### config.mk
export PLATFORM = sky130hd
export DESIGN_NAME = ledscan_top
export DESIGN_NICKNAME = d
export VERILOG_FILES = /design/src/rtl/ledscan_pkg.sv /design/src/rtl/ledscan_tick.sv /design/src/rtl/ledscan_rowdrv.sv /design/src/rtl/ledscan_seq.sv /design/src/rtl/ledscan_top.sv
export SDC_FILE = /design/constraint.sdc
export NUM_CORES = 1
export LEC_CHECK = 0
export BUFFER_PORTS_ARGS = -buffer_cell sky130_fd_sc_hd__buf_4
export CAP_MARGIN = 40
export CORE_AREA = 2 2 100 102
export DETAILED_ROUTE_END_ITERATION = 7
export DIE_AREA = 0 0 102 104
export PLACE_DENSITY_LB_ADDON = 0.2
export RECOVER_POWER = 100
export SETUP_SLACK_MARGIN = 0.05
export SLEW_MARGIN = 20
export SYNTH_ARGS = -nofsm -noshare
export SYNTH_HDL_FRONTEND = slang
export SYNTH_SLANG_ARGS = --single-unit
### constraint.sdc
create_clock -name clk -period 1.95 [get_ports clk]
set_input_delay 0.195 -clock clk [delete_from_list [all_inputs] [get_ports clk]]
set_output_delay 0.195 -clock clk [all_outputs]
set_load 0.03 [all_outputs]
### src/rtl/ledscan_pkg.sv
package ledscan_pkg;

  typedef enum logic [1:0] {
    SQ_OFF,
    SQ_BLANK,
    SQ_ROWSEL,
    SQ_SHOW
  } seq_state_e;

  typedef enum logic [2:0] {
    RD_IDLE,
    RD_CLR,
    RD_SETUP,
    RD_HIGH,
    RD_LOW
  } rd_state_e;

  function automatic int clog2_min1(input int v);
    return (v <= 2) ? 1 : $clog2(v);
  endfunction

endpackage

### src/rtl/ledscan_tick.sv
module ledscan_tick #(
  parameter int PRESCALE = 256
) (
  input  logic clk,
  input  logic clr,
  input  logic restart,
  output logic tick
);
  localparam int PCW = ledscan_pkg::clog2_min1(PRESCALE);
  localparam logic [PCW-1:0] P_LAST = PCW'(PRESCALE - 1);

  logic [PCW-1:0] cnt;

  always_ff @(posedge clk) begin
    if (clr || restart || cnt == P_LAST) cnt <= '0;
    else                                 cnt <= cnt + 1'b1;
  end

  assign tick = (cnt == P_LAST);
endmodule

### src/rtl/ledscan_rowdrv.sv
module ledscan_rowdrv
  import ledscan_pkg::*;
#(
  parameter int NUM_ROWS  = 16,
  parameter int SR_BITS   = 8,
  parameter int PULSE_CYC = 2,
  localparam int RW     = clog2_min1(NUM_ROWS),
  localparam int NUM_SR = NUM_ROWS / SR_BITS
) (
  input  logic              clk,
  input  logic              clr,
  input  logic              start,
  input  logic [RW-1:0]     row,
  output logic              sr_clk,
  output logic              sr_clr_n,
  output logic [NUM_SR-1:0] sr_din,
  output logic              done
);
  localparam int SBW = clog2_min1(SR_BITS);
  localparam int WW  = clog2_min1(NUM_SR);
  localparam int PCW = clog2_min1(PULSE_CYC);
  localparam logic [PCW-1:0] C_LAST = PCW'(PULSE_CYC - 1);

  rd_state_e      st, nxt;
  logic [PCW-1:0] cnt, ncnt;
  logic           load_q, load_n;
  logic [WW-1:0]  which_q, which_n;
  logic           load_now, wipe_now;
  logic [WW-1:0]  which_now;

  // a register boundary loads a fresh bit; every boundary but the first also clears
  assign load_now  = (row[SBW-1:0] == '0);
  assign wipe_now  = load_now && (row != '0);
  assign which_now = WW'(row >> SBW);

  always_comb begin
    nxt     = st;
    ncnt    = cnt;
    load_n  = load_q;
    which_n = which_q;
    unique case (st)
      RD_IDLE: if (start) begin
        nxt     = wipe_now ? RD_CLR : RD_SETUP;
        ncnt    = '0;
        load_n  = load_now;
        which_n = which_now;
      end
      RD_CLR: begin
        if (cnt == C_LAST) begin nxt = RD_SETUP; ncnt = '0; end
        else ncnt = cnt + 1'b1;
      end
      RD_SETUP: begin nxt = RD_HIGH; ncnt = '0; end
      RD_HIGH: begin
        if (cnt == C_LAST) begin nxt = RD_LOW; ncnt = '0; end
        else ncnt = cnt + 1'b1;
      end
      RD_LOW: begin
        if (cnt == C_LAST) begin nxt = RD_IDLE; ncnt = '0; end
        else ncnt = cnt + 1'b1;
      end
      default: nxt = RD_IDLE;
    endcase
  end

  assign done = (st == RD_LOW) && (cnt == C_LAST);

  always_ff @(posedge clk) begin
    if (clr) begin
      st       <= RD_IDLE;
      cnt      <= '0;
      load_q   <= 1'b0;
      which_q  <= '0;
      sr_clk   <= 1'b0;
      sr_clr_n <= 1'b0;
      sr_din   <= '0;
    end else begin
      st       <= nxt;
      cnt      <= ncnt;
      load_q   <= load_n;
      which_q  <= which_n;
      sr_clk   <= (nxt == RD_HIGH);
      sr_clr_n <= (nxt != RD_CLR);
      sr_din   <= (load_n && (nxt == RD_SETUP || nxt == RD_HIGH))
                  ? (NUM_SR'(1) << which_n) : '0;
    end
  end
endmodule

### src/rtl/ledscan_seq.sv
module ledscan_seq
  import ledscan_pkg::*;
#(
  parameter int NUM_ROWS   = 16,
  parameter int NUM_COLS   = 16,
  parameter int NUM_PLANES = 3,
  parameter int CMP_W      = 8,
  parameter logic [NUM_PLANES*CMP_W-1:0] DWELL_CMP = {8'd22, 8'd5, 8'd2},
  parameter int FIRST_CMP  = 20,
  parameter int DEAD_CYC   = 10,
  localparam int RW = clog2_min1(NUM_ROWS),
  localparam int PW = clog2_min1(NUM_PLANES),
  localparam int COL_BYTES = NUM_COLS / 8,
  localparam int BW = clog2_min1(COL_BYTES),
  localparam int AW = PW + RW + BW
) (
  input  logic                clk,
  input  logic                clr,
  input  logic                tick,
  input  logic                rd_done,
  input  logic [7:0]          fb_rdata,
  output logic                rd_start,
  output logic [RW-1:0]       rd_row,
  output logic                prescale_restart,
  output logic [AW-1:0]       fb_addr,
  output logic [NUM_COLS-1:0] col_out,
  output logic                frame_beat
);
  localparam int DW = clog2_min1(DEAD_CYC);
  localparam logic [DW-1:0]    DC_LAST  = DW'(DEAD_CYC - 1);
  localparam logic [RW-1:0]    ROW_LAST = RW'(NUM_ROWS - 1);
  localparam logic [PW-1:0]    PL_LAST  = PW'(NUM_PLANES - 1);
  localparam logic [CMP_W-1:0] FIRST_V  = CMP_W'(FIRST_CMP);

  seq_state_e          state;
  logic [RW-1:0]       row;
  logic [PW-1:0]       plane;
  logic [DW-1:0]       dc;
  logic [CMP_W-1:0]    tcnt, cmp;
  logic                first;
  logic [NUM_COLS-1:0] colbuf;

  always_comb begin
    cmp = DWELL_CMP[CMP_W-1:0];
    for (int i = 0; i < NUM_PLANES; i++)
      if (plane == PW'(i)) cmp = DWELL_CMP[i*CMP_W +: CMP_W];
    if (first) cmp = FIRST_V;
  end

  assign rd_start         = (state == SQ_BLANK) && (dc == DC_LAST);
  assign rd_row           = row;
  assign prescale_restart = (state == SQ_ROWSEL) && rd_done;
  assign fb_addr          = {plane, row, dc[BW-1:0]};

  always_ff @(posedge clk) begin
    if (clr) begin
      state      <= SQ_OFF;
      row        <= '0;
      plane      <= '0;
      dc         <= '0;
      tcnt       <= '0;
      first      <= 1'b1;
      colbuf     <= '0;
      col_out    <= '0;
      frame_beat <= 1'b0;
    end else begin
      frame_beat <= 1'b0;
      unique case (state)
        SQ_OFF: begin
          state <= SQ_BLANK;
          dc    <= '0;
        end
        SQ_BLANK: begin
          // address for byte b is out at dc=b, its data returns at dc=b+1
          for (int b = 0; b < COL_BYTES; b++)
            if (dc == DW'(b + 1)) colbuf[b*8 +: 8] <= fb_rdata;
          if (dc == DC_LAST) state <= SQ_ROWSEL;
          else               dc    <= dc + 1'b1;
        end
        SQ_ROWSEL: if (rd_done) begin
          state   <= SQ_SHOW;
          col_out <= colbuf;
          tcnt    <= '0;
        end
        SQ_SHOW: if (tick) begin
          if (tcnt == cmp) begin
            state   <= SQ_BLANK;
            dc      <= '0;
            col_out <= '0;
            first   <= 1'b0;
            if (row == ROW_LAST) begin
              row        <= '0;
              frame_beat <= 1'b1;
              plane      <= (plane == PL_LAST) ? '0 : plane + 1'b1;
            end else begin
              row <= row + 1'b1;
            end
          end else begin
            tcnt <= tcnt + 1'b1;
          end
        end
        default: state <= SQ_OFF;
      endcase
    end
  end
endmodule

### src/rtl/ledscan_top.sv
module ledscan_top
  import ledscan_pkg::*;
#(
  parameter int NUM_ROWS   = 16,
  parameter int NUM_COLS   = 16,
  parameter int SR_BITS    = 8,
  parameter int NUM_PLANES = 3,
  parameter int CMP_W      = 8,
  parameter logic [NUM_PLANES*CMP_W-1:0] DWELL_CMP = {8'd22, 8'd5, 8'd2},
  parameter int FIRST_CMP  = 20,
  parameter int PRESCALE   = 256,
  parameter int DEAD_CYC   = 10,
  parameter int PULSE_CYC  = 2,
  localparam int RW     = clog2_min1(NUM_ROWS),
  localparam int PW     = clog2_min1(NUM_PLANES),
  localparam int BW     = clog2_min1(NUM_COLS / 8),
  localparam int AW     = PW + RW + BW,
  localparam int NUM_SR = NUM_ROWS / SR_BITS
) (
  input  logic                clk,
  input  logic                rst,
  input  logic                en,
  output logic [AW-1:0]       fb_addr,
  input  logic [7:0]          fb_rdata,
  output logic [NUM_COLS-1:0] col_out,
  output logic                sr_clk,
  output logic                sr_clr_n,
  output logic [NUM_SR-1:0]   sr_din,
  output logic                frame_beat
);
  logic          clr;
  logic          tick, restart, rd_start, rd_done;
  logic [RW-1:0] rd_row;

  assign clr = rst || !en;

  ledscan_tick #(.PRESCALE(PRESCALE)) i_tick (
    .clk(clk), .clr(clr), .restart(restart), .tick(tick)
  );

  ledscan_seq #(
    .NUM_ROWS(NUM_ROWS), .NUM_COLS(NUM_COLS), .NUM_PLANES(NUM_PLANES),
    .CMP_W(CMP_W), .DWELL_CMP(DWELL_CMP), .FIRST_CMP(FIRST_CMP),
    .DEAD_CYC(DEAD_CYC)
  ) i_seq (
    .clk(clk), .clr(clr), .tick(tick), .rd_done(rd_done),
    .fb_rdata(fb_rdata), .rd_start(rd_start), .rd_row(rd_row),
    .prescale_restart(restart), .fb_addr(fb_addr), .col_out(col_out),
    .frame_beat(frame_beat)
  );

  ledscan_rowdrv #(
    .NUM_ROWS(NUM_ROWS), .SR_BITS(SR_BITS), .PULSE_CYC(PULSE_CYC)
  ) i_rowdrv (
    .clk(clk), .clr(clr), .start(rd_start), .row(rd_row),
    .sr_clk(sr_clk), .sr_clr_n(sr_clr_n), .sr_din(sr_din), .done(rd_done)
  );
endmodule

==> results by group <==
Logic synthesis
  – EDFF count, synth: 0
  – Sequential element share of the synthesized area: 41.8%
  – Mapped Cells: around 350
  – Top FF cell, synth: dfxtp_1
  – Synth async-reset ratio: 0%
  – Yosys reg bits: 72
  – Mapped Area: 3450 µm²
  – Syn_nets: approximately 380
  – Synth Warn #: 0
  – Syn Area/Cell: 9.79 µm²
  – Synth unique cells: 70

Drt
  – Vias: about 2900
  – Routed vias/inst: 5.14
  – Final WL: 8100 µm
  – Final ANT Viol Nets: 0
  – Initial drt markers: 68
  – DRC viols: 0
  – Initial DRT Pass Iterations: 4
  – Drt wl/cell: 14.4 µm

Hold path
  – HP Class: input pin to flip-flop
  – Start point of the worst hold path: fb_rdata[1]

Global route
  – Antenna violations before repair: 0
  – Number of global-route vias before repair: between 2000 and 3000
  – GRT Resource Usage Total: around 16%
  – First-pass GRT wire length: around 14000 µm
  – Total congestion overflow: 0
  – Largest net degree at the start of global routing: 34

Die
  – DIE AREA: 10600 µm²
  – Die Wd: 102 µm
  – FP Rows: 36
  – Chip height: ~100 µm
  – Core area: 9550 µm²
  – Effective utilization at floorplan: 36.1%
  – Num ports: 39

Pwr
  – Design Power: between 2 and 3 mW
  – Static leakage: 1.63 nW
  – Peak supply drop: 0.450 mV
  – Power per Cell Area: 634 nW/µm²

Finish
  – Layout cells sized above 1: 28.7%
  – NumNets Final: 449
  – Post-Layout Cell Count: around 560
  – Layout area overhead: 29.9%
  – Final core occ: 46.9%
  – # diodes: 0

Critical path
  – Critical path class: flip-flop to flip-flop
  – Reg2reg start: i_seq.plane[1]
  – Worst-path fanout max: 4
  – WP data arrival: 2.24 ns
  – Worst Setup End Kind: flip-flop
  – Worst Path Required: 2.22 ns
  – Crit start category: flip-flop
  – Crit. Startpoint: i_seq.plane[1]

Timing
  – Worst slew pin tran: 0.552 ns
  – Relative slew slack: 62.8%
  – Final setup viols: 2
  – Hold Violations, Final: 0
  – Maximum clock frequency: 0.508 GHz
  – Post-layout minimum cycle time: 1.97 ns
  – Setup TNS: -0.0293 ns
  – Setup WS post-layout: -0.0174 ns
  – Count of pins over their slew limit: 0
  – Clk_skew: approximately 0.018 ns
  – RSZ-0062 raised after global routing: yes
  – Final Cycle Share: 101%

Status
  – Status: complete, but fails checks
  – Failing checks: negative setup slack

CTS
  – Clock latency on the worst-skew pair: 0.36 ns
  – H-tree levels: 3
  – Max Buffers Root-to-Sink: 2
  – CTS clk-pin slew, worst paths: around 0.10 ns
  – Clock tree sinks: 72
  – CTS root buffer: clkbuf_8
  – TritonCTS clock tree: built
  – Inserted Clock Buffers: 9

Place
  – Cell Count Post-Placement: roughly 540
  – Port bufs: 38
  – Global placement routability congestion: 0.786
  – Detailed placement HPWL: around 5600 µm

Job
  – Max Cap Violations: 0
==> cells in the final DEF (no fill, tap or decap), types with 3 or more instances in the layout <==
master,instances
mux2i_1,11
buf_4,41
nor2_1,23
buf_6,7
inv_1,13
nand2_1,33
nor3_4,3
and3_1,7
o21ai_0,4
clkbuf_8,9
xnor2_1,5
or4_1,5
a21oi_2,4
nand4_1,3
inv_6,3
ha_1,12
ha_4,3
o211a_1,3
nand3_1,11
a21oi_1,15
o211ai_1,4
clkbuf_1,30
a32o_1,17
o21ai_1,3
nand3b_1,3
dfxtp_1,70
a211oi_2,3
==> repair_timing <==
item                                    CTS  global route
hold buffers                              0             0
endpoints found under the setup margin   31            56
buffers inserted                          3             2
gates cloned                              1             0
resized for setup                         9            33
pin swaps                                17            24
==> flip-flops by register name, summed over array words and instances, names as in the netlist <==
register,count
i_rowdrv.st,3
i_rowdrv.load_q,1
i_rowdrv.which_q,1
i_seq.dc,4
i_seq.plane,2
i_seq.tcnt,8
i_seq.col_out,16
i_seq.rd_row,4
i_seq.first,1
i_tick.cnt,8
i_rowdrv.sr_din,2
i_rowdrv.cnt,1
i_rowdrv.sr_clk,1
i_seq.state,2
i_seq.frame_beat,1
i_rowdrv.sr_clr_n,1
i_seq.colbuf,16
==> worst max-delay path: stages (launching register included) <==
cell	delay (ns)
dfxtp_4	0.40
inv_6	0.05
ha_4	0.18
and4bb_4	0.33
a22o_4	0.18
o2111ai_4	0.15
a211o_4	0.39
o32ai_2	0.21
==> through the flow <==
step / setup slack [ns] / area, µm² / hold slack, ns
4_1_cts: -0.0383 / 4440 / 0.0652
5_1_grt: -0.116 / 4480 / 0.0599
3_5_place_dp: -0.0628 / 4180 / 0.440
6_report: -0.0174 / 4480 / 0.0754
3_3_place_gp: -0.0683 / 4170 / 0.424
2_1_floorplan: 0.0183 / 3530 / 0.331
==> synthesized netlist by cell type, types with 3 or more instances <==
master	n	area (µm²)
a21oi_1	20	100
a32o_1	17	170
inv_1	15	56.3
nor2_1	24	90.1
nand2_1	34	128
and3_1	7	43.8
nor3_1	3	15.0
xnor2_1	5	43.8
and2_1	4	25.0
or4_1	7	52.6
nor2b_1	3	18.8
mux2i_1	11	110
o31ai_1	3	22.5
o211a_1	3	30.0
nand3b_1	3	22.5
nand3_1	12	60.1
o21ai_0	6	30.0
o211ai_1	4	30.0
buf_2	5	25.0
o2111ai_1	3	26.3
ha_1	15	188
clkbuf_1	12	45.0
nand4_1	3	18.8
dfxtp_1	72	1440
==> worst paths after layout <==
| path | endpoint | slack, ns | cells after the start |
|---|---|---|---|
| max | i_seq.dc[3] | -0.02 | 7 |
| min reg2reg | i_tick.cnt[0] | 0.45 | 1 |
| min | i_seq.colbuf[1] | 0.08 | 3 |
| max reg2reg | i_seq.dc[3] | -0.02 | 7 |
==> report_power, final <==
group / total [mW] / leakage, nW / switching, mW / internal, mW
registers: 1.48 / 0.582 / 0.00773 / 1.48
clock network: 1.17 / 0.101 / 0.663 / 0.503
logic: 0.188 / 0.950 / 0.109 / 0.0783
total: 2.84 / 1.63 / 0.780 / 2.06
==> metal layers <==
metal	vias to the layer above	GRT usage (%)	routed length, µm
met4	0	4.76	96
met3	9	4.10	303
met5	-	0	0
met1	1387	20.1	3690
met2	47	26.4	4020
li1	1441	-	-
==> cell families (layout without fill, tap and decap cells) <==
| logic type | after synthesis | after routing | synth area share, % |
|---|---|---|---|
| xor gates and xnor gates | 10 | 10 | 3.52 |
| and+or+nand+nor | 118 | 118 | 18.8 |
| adders and majority gates | 15 | 15 | 5.45 |
| buffers and inverters | 36 | 111 | 4.57 |
| AOI/OAI and AO/OA | 89 | 90 | 22.3 |
| DFF | 72 | 72 | 41.8 |
| muxes | 12 | 12 | 3.52 |
==> layout make-up <==
cell class | instances | area (µm²)
Fill cell | 925 | 5070
Multi-Input combinational cell | 245 | 2090
Sequential cell | 72 | 1450
Timing Repair Buffer | 80 | 512
Tap cell | 133 | 166
Clock buffer | 9 | 124
Clock inverter | 7 | 73.8
Inverter | 15 | 63.8
No activity file was read; power rests on OpenSTA's default activity.
